--- config.mk ---
export PLATFORM = sky130hd
export DESIGN_NAME = casc_edge_counter
export DESIGN_NICKNAME = d
export VERILOG_FILES = /design/src/rtl/casc_cnt_pkg.sv /design/src/rtl/casc_cnt_sync.sv /design/src/rtl/casc_cnt_pin_filter.sv /design/src/rtl/casc_cnt_latch_edge.sv /design/src/rtl/casc_cnt_core.sv /design/src/rtl/casc_edge_counter.sv
export SDC_FILE = /design/constraint.sdc
export NUM_CORES = 1
export LEC_CHECK = 0
export ABC_CLOCK_PERIOD_IN_PS = 6000
export CAP_MARGIN = 30
export CORE_AREA = 3 3 65 67
export DETAILED_ROUTE_END_ITERATION = 10
export DIE_AREA = 0 0 68 70
export PLACE_DENSITY_LB_ADDON = 0.2
export SLEW_MARGIN = 10
export SYNTH_ARGS = -nofsm -noshare
export SYNTH_HDL_FRONTEND = slang
export SYNTH_SLANG_ARGS = --single-unit
export TNS_END_PERCENT = 1
--- constraint.sdc ---
create_clock -name clk -period 6 [get_ports clk]
set_input_delay 1.2 -clock clk [delete_from_list [all_inputs] [get_ports clk]]
set_output_delay 1.2 -clock clk [all_outputs]
set_load 0.01 [all_outputs]
--- src/rtl/casc_cnt_pkg.sv ---
`timescale 1ns/1ps
package casc_cnt_pkg;

   // Bit 2 of the edge code picks the source.
   localparam int unsigned SRC_BIT = 2;

   typedef enum logic [1:0] {
      POL_OFF  = 2'b00,
      POL_RISE = 2'b01,
      POL_FALL = 2'b10,
      POL_BOTH = 2'b11
   } pol_e;

   // Picks the qualifying event from the edge code and the edge strobes of both sources.
   function automatic logic pick_event(input logic [2:0] code,
                                       input logic pin_r, input logic pin_f,
                                       input logic lat_r, input logic lat_f);
      logic r;
      logic f;
      r = code[SRC_BIT] ? lat_r : pin_r;
      f = code[SRC_BIT] ? lat_f : pin_f;
      case (pol_e'(code[1:0]))
         POL_RISE: return r;
         POL_FALL: return f;
         POL_BOTH: return r | f;
         default:  return 1'b0;
      endcase
   endfunction

endpackage

--- src/rtl/casc_cnt_sync.sv ---
`timescale 1ns/1ps
module casc_cnt_sync #(
   parameter int unsigned STAGES = 2
) (
   input  logic clk,
   input  logic rst_n,
   input  logic d,
   output logic q
);
   if (STAGES < 2) begin : g_bad_stages
      $error("casc_cnt_sync: STAGES must be at least 2");
   end

   logic [STAGES-1:0] chain_q;

   always_ff @(posedge clk) begin
      if (!rst_n) chain_q <= '0;
      else        chain_q <= {chain_q[STAGES-2:0], d};
   end

   assign q = chain_q[STAGES-1];
endmodule

--- src/rtl/casc_cnt_pin_filter.sv ---
`timescale 1ns/1ps
module casc_cnt_pin_filter #(
   parameter int unsigned STAGES = 2,
   parameter int unsigned HOLD   = 3
) (
   input  logic clk,
   input  logic rst_n,
   input  logic pin,
   output logic rise_o,
   output logic fall_o
);
   if (HOLD < 1 || HOLD > 4) begin : g_bad_hold
      $error("casc_cnt_pin_filter: HOLD must lie in 1..4 so that 4-cycle levels are seen");
   end

   logic smp;
   logic filt_q;
   logic rise_q;
   logic fall_q;

   casc_cnt_sync #(.STAGES(STAGES)) u_sync (
      .clk   (clk),
      .rst_n (rst_n),
      .d     (pin),
      .q     (smp)
   );

   if (HOLD == 1) begin : g_direct
      // Any change of the synchronised level is taken at once.
      always_ff @(posedge clk) begin
         if (!rst_n) begin
            filt_q <= 1'b0;
            rise_q <= 1'b0;
            fall_q <= 1'b0;
         end else begin
            filt_q <= smp;
            rise_q <= smp & ~filt_q;
            fall_q <= ~smp & filt_q;
         end
      end
   end else begin : g_window
      localparam int unsigned CW = $clog2(HOLD);
      localparam logic [CW-1:0] LAST = CW'(HOLD - 1);
      logic [CW-1:0] run_q;

      // The filtered level moves only after HOLD samples that differ from it in a row.
      always_ff @(posedge clk) begin
         if (!rst_n) begin
            filt_q <= 1'b0;
            run_q  <= '0;
            rise_q <= 1'b0;
            fall_q <= 1'b0;
         end else begin
            rise_q <= 1'b0;
            fall_q <= 1'b0;
            if (smp != filt_q) begin
               if (run_q == LAST) begin
                  filt_q <= smp;
                  run_q  <= '0;
                  rise_q <= smp;
                  fall_q <= ~smp;
               end else begin
                  run_q <= run_q + 1'b1;
               end
            end else begin
               run_q <= '0;
            end
         end
      end
   end

   assign rise_o = rise_q;
   assign fall_o = fall_q;
endmodule

--- src/rtl/casc_cnt_latch_edge.sv ---
`timescale 1ns/1ps
module casc_cnt_latch_edge (
   input  logic clk,
   input  logic rst_n,
   input  logic latch,
   input  logic hw_flag,
   output logic rise_o,
   output logic fall_o
);
   logic prev_q;

   always_ff @(posedge clk) begin
      if (!rst_n) prev_q <= 1'b0;
      else        prev_q <= latch;
   end

   // A latch transition is an event only when the companion timer flags it as its own.
   assign rise_o = hw_flag &  latch & ~prev_q;
   assign fall_o = hw_flag & ~latch &  prev_q;
endmodule

--- src/rtl/casc_cnt_core.sv ---
`timescale 1ns/1ps
module casc_cnt_core #(
   parameter int unsigned W = 16
) (
   input  logic         clk,
   input  logic         rst_n,
   input  logic         evt,
   input  logic         down,
   input  logic         wr_en,
   input  logic [W-1:0] wr_data,
   output logic [W-1:0] count_o,
   output logic         irq_o
);
   localparam logic [W-1:0] TOP = '1;

   logic [W-1:0] cnt_q;
   logic         irq_q;

   always_ff @(posedge clk) begin
      if (!rst_n) begin
         cnt_q <= '0;
         irq_q <= 1'b0;
      end else begin
         irq_q <= 1'b0;
         if (wr_en) begin
            cnt_q <= wr_data;
         end else if (evt) begin
            if (down) begin
               cnt_q <= cnt_q - 1'b1;
               irq_q <= (cnt_q == '0);
            end else begin
               cnt_q <= cnt_q + 1'b1;
               irq_q <= (cnt_q == TOP);
            end
         end
      end
   end

   assign count_o = cnt_q;
   assign irq_o   = irq_q;
endmodule

--- src/rtl/casc_edge_counter.sv ---
`timescale 1ns/1ps
module casc_edge_counter #(
   parameter int unsigned CNT_W       = 16,
   parameter int unsigned SYNC_STAGES = 2,
   parameter int unsigned PIN_HOLD    = 3
) (
   input  logic             clk,
   input  logic             rst_n,
   input  logic             run,
   input  logic [2:0]       edge_sel,
   input  logic             dir_ctl,
   input  logic             ext_dir_en,
   input  logic             dir_pin,
   input  logic             count_pin,
   input  logic             tgl_latch,
   input  logic             tgl_hw,
   input  logic             wr_en,
   input  logic [CNT_W-1:0] wr_data,
   output logic [CNT_W-1:0] count_q,
   output logic             irq
);
   import casc_cnt_pkg::*;

   if (CNT_W < 2 || CNT_W > 64) begin : g_bad_width
      $error("casc_edge_counter: CNT_W must lie in 2..64");
   end

   logic pin_rise;
   logic pin_fall;
   logic lat_rise;
   logic lat_fall;
   logic dir_s;
   logic cnt_evt;
   logic cnt_down;

   casc_cnt_pin_filter #(.STAGES(SYNC_STAGES), .HOLD(PIN_HOLD)) u_pin (
      .clk    (clk),
      .rst_n  (rst_n),
      .pin    (count_pin),
      .rise_o (pin_rise),
      .fall_o (pin_fall)
   );

   casc_cnt_latch_edge u_lat (
      .clk     (clk),
      .rst_n   (rst_n),
      .latch   (tgl_latch),
      .hw_flag (tgl_hw),
      .rise_o  (lat_rise),
      .fall_o  (lat_fall)
   );

   casc_cnt_sync #(.STAGES(SYNC_STAGES)) u_dir_sync (
      .clk   (clk),
      .rst_n (rst_n),
      .d     (dir_pin),
      .q     (dir_s)
   );

   assign cnt_evt  = run & pick_event(edge_sel, pin_rise, pin_fall, lat_rise, lat_fall);
   assign cnt_down = dir_ctl ^ (ext_dir_en & dir_s);

   casc_cnt_core #(.W(CNT_W)) u_core (
      .clk     (clk),
      .rst_n   (rst_n),
      .evt     (cnt_evt),
      .down    (cnt_down),
      .wr_en   (wr_en),
      .wr_data (wr_data),
      .count_o (count_q),
      .irq_o   (irq)
   );
endmodule

==> Flow_metrics.wiki <==
{| class="wikitable"
! Metric !! Value
|-
| Drt via density || 5.814
|-
| Cell Count, Final, Fillers Out || 323
|-
| Cell area power density || 192.5 nW/µm²
|-
| DRT iter0 DRCs || 103
|-
| Global-route congestion overflow total || 0
|-
| Clock period minus worst slack || 3987 ps
|-
| DP Cell Count || 319
|-
| Longest individual stage delay on the worst path || 500 ps
|-
| Final layout net count || 323
|-
| Global-route usage over all layers || 22.04%
|-
| Worst Clk Skew || 2.022 ps
|-
| Yosys warnings || 0
|-
| Synthesized area divided by synthesized cell count || 8.316 µm²
|-
| Num Clock Sinks || 27
|-
| Number of filler instances in the final layout || 343
|-
| Clock root cell || clkbuf_8
|-
| Worst endpoint required time || 6180 ps
|-
| Average detailed-routed wire length per instance || 15.19 µm
|-
| Critical Path Slowest Stage Cell || ha_1
|-
| Class of the most critical hold timing path || reg -> reg
|-
| First-pass GRT wire length || 8397 µm
|-
| Peak fanout along the critical path || 16
|-
| Critical Setup Path Class || in -> reg
|-
| Capturing element type of the critical path || flop
|-
| Worst relative slew slack || 48.49%
|-
| # DRC || 0
|-
| DR pass1 iterations || 4
|-
| Clock latency reported for the late side of the worst-skew pair || 280 ps
|-
| Initial antenna violation count || 0
|-
| Number of standard cells after synthesis || 235
|-
| Net count after synthesis || 282
|-
| Synthesized cell area || 1954 µm²
|-
| RD Place Congestion || 0.9106
|-
| Number of buffers added by the clock tree synthesis step || 3
|-
| Initial core utilization || 52.99%
|-
| Fin. max-slew vios || 0
|-
| Detailed Route WL || 4907 µm
|-
| Final TNS setup || 0 ps
|-
| Setup repair after global routing missed its margin || false
|-
| Final antenna diode count || 0
|-
| Total setup buffers inserted after CTS || 0
|-
| Post-synthesis sequential area ratio || 27.66%
|-
| Area growth, synth to finish || 26.82%
|-
| Core Rows || 22
|-
| Std-Cell Core Area || 3689 µm²
|-
| Number of buffers added to fix hold violations after cts || 0
|-
| Lkg Pwr || 1.012 nW
|-
| Clk slew on worst S/H paths || 100 ps
|-
| Number of port buffers || 45
|-
| Number of buffers between clock root and the deepest sink || 2
|-
| Routed Antenna Nets || 0
|-
| Fin. Hold Viols || 0
|-
| # H-tree levels || 1
|-
| Number of distinct library cells after synthesis || 50
|-
| Run status || completed
|-
| Crit path launch type || input pin
|-
| CTS tree || done
|-
| Post_cts resized || 0
|-
| Largest net degree at the start of global routing || 34
|-
| Share of the clock period used by the worst path || 66.45%
|-
| Hpwl dp || 3659 µm
|-
| Fraction of layout cells with a size suffix above 1 || 3.636%
|-
| I/O pin total || 46
|-
| Height of the die || 70 µm
|-
| Area enclosed by the die boundary || 4760 µm²
|-
| Final setup viols || 0
|-
| Via count of the first global-routing pass || 1796
|-
| List of cells traversed by the critical path || clkdlybuf4s50_1 -> nand2_1 -> xor2_1 -> inv_1 -> ha_1 -> a21oi_2 -> a21oi_1 -> a211oi_1 -> nor3b_2 -> mux2i_1 -> o311a_1
|-
| Flop and latch count out of synthesis || 27
|-
| Slew at the pin closest to its max-slew limit || 770.3 ps
|-
| Peak supply drop || 142.7 µV
|-
| WP data arrival || 4170 ps
|-
| Total via count in the routed design || 1878
|-
| MaxCap Viol Count || 0
|-
| Width of the chip || 68 µm
|-
| Achievable clock frequency || 250.8 MHz
|}
-- critical path, delay by kind of cell --
family	cells	cell delay, ps
compound gates	4	970
buf+inv	2	850
fa+ha+maj	1	500
xor+xnor	1	360
simple gates	2	150
mux	1	130
-- flip-flops by register name, indices dropped and copies added (netlist names) --
name and flops:
u_pin.g_window.run_q 2, u_dir_sync.chain_q 2, u_pin.rise_o 1, u_pin.filt_q 1, u_core.count_o 16, u_core.irq_o 1, u_lat.prev_q 1, u_pin.fall_o 1
u_pin.u_sync.chain_q 2
-- metal layers --
metal	vias up	share of wire, %	track usage [%]
li1	959	-	-
met1	856	48	32.12
met2	59	47	34.90
met3	4	4.6	2.894
met4	0	0.37	3.091
met5	-	0	0
-- area by class of cell --
class | count | area, µm² | area share (%)
Multi-Input combinational cell | 188 | 1333 | 53.76
Inverter | 10 | 37.54 | 1.514
Timing Repair Buffer | 46 | 457.9 | 18.48
Clock inverter | 1 | 8.758 | 0.3534
Sequential cell | 27 | 540.5 | 21.81
Clock buffer | 3 | 41.29 | 1.666
Tap cell | 48 | 60.06 | 2.423
-- path summary, 6_finish.rpt --
check,start,endpoint,slack [ps],depth (start not counted)
worst max-delay path,ext_dir_en,u_core.count_o[13],2010,11
worst min-delay path,u_pin.g_window.run_q[0],u_pin.g_window.run_q[0],420,1
worst max register to register,u_dir_sync.chain_q[1],u_core.count_o[13],3060,10
worst min register to register,u_pin.g_window.run_q[0],u_pin.g_window.run_q[0],420,1
-- kinds of logic (layout without fill, tap and decap cells) --
group / Yosys count / count (layout) / synth area share [%]
buf+inv: 20 / 60 / 4.161
xor+xnor: 12 / 12 / 5.378
compound gates: 77 / 77 / 27.27
fa+ha+maj: 18 / 18 / 11.91
simple gates: 74 / 74 / 20.04
flops: 27 / 27 / 27.66
mux: 7 / 7 / 3.585
-- layout by cell type, fill, tap and decap left out, types with 2 or more instances in the layout --
cell type and instances:
nor3_1 6, a21o_1 4, o21ai_0 10, nand4b_1 2
nand4_1 6, nor3b_1 3, clkbuf_8 3, a21boi_0 3
nand2_1 16, a21boi_1 2, clkinv_1 2, inv_1 8
and3_1 2, o21a_1 3, a31oi_1 3, o211a_1 7
nand2b_1 4, ha_1 17, xnor2_1 5, xor2_1 7
nor4_1 6, o211ai_1 7, and2_1 6, dfxtp_1 27
a21oi_1 21, clkdlybuf4s50_1 45, mux2i_1 7, a211oi_1 4
nor2_1 17
-- where the power goes --
group | switching, mW | leakage [nW] | internal [mW]
Combinational | 0.0809 | 0.764 | 0.0803
Clock | 0.0656 | 0.0261 | 0.0489
Sequential | 0.0128 | 0.223 | 0.189
Total | 0.159 | 1.01 | 0.318
-- stage by stage --
| step | hold slack, ps | setup WS (ps) | power, mW | cell area (µm²) | util, % |
|---|---|---|---|---|---|
| after detailed placement | 402.2 | 1716 | 0.3645 | 2429 | 65.84 |
| final | 419.1 | 2013 | 0.4770 | 2479 | 67.20 |
| after global routing | 432.8 | 1715 | 0.5051 | 2479 | 67.20 |
| after floorplan | 391.2 | 2485 | 0.3082 | 1954 | - |
| after global placement | 401.6 | 1806 | 0.3623 | 2429 | 65.84 |
| after CTS | 417.9 | 1996 | 0.4798 | 2479 | 67.20 |
-- synth_stat cells (all sizes together) --
library cell	instances	area share (%)
clkinv	2	0.38
o22a	1	0.45
o311ai	1	0.45
a211oi	4	1.5
o21ai	12	3.3
a31oi	3	0.96
and2	6	1.9
ha	17	11
o41ai	1	0.45
or2	1	0.32
o2111a	1	0.58
buf	4	1.0
fa	1	1.0
o31ai	1	0.38
o311a	1	0.51
nand4	6	1.9
o21a	3	1.2
nand2	16	3.1
nor2	17	3.3
a21boi	5	1.9
mux2i	7	3.6
clkbuf	6	1.2
nor3	6	1.5
nand4b	2	0.90
a32oi	1	0.45
and3	2	0.64
nand2b	4	1.3
inv	8	1.5
a21o	4	1.5
o211a	7	3.6
or3	1	0.32
and4	1	0.45
a21oi	22	5.8
o31a	1	0.45
xnor2	5	2.2
nor4	6	1.9
and3b	1	0.45
xor2	7	3.1
dfxtp	27	28
nor3b	4	1.8
a41oi	1	0.45
nand3	1	0.26
o211ai	8	3.3
No activity file was read; power rests on OpenSTA's default activity.
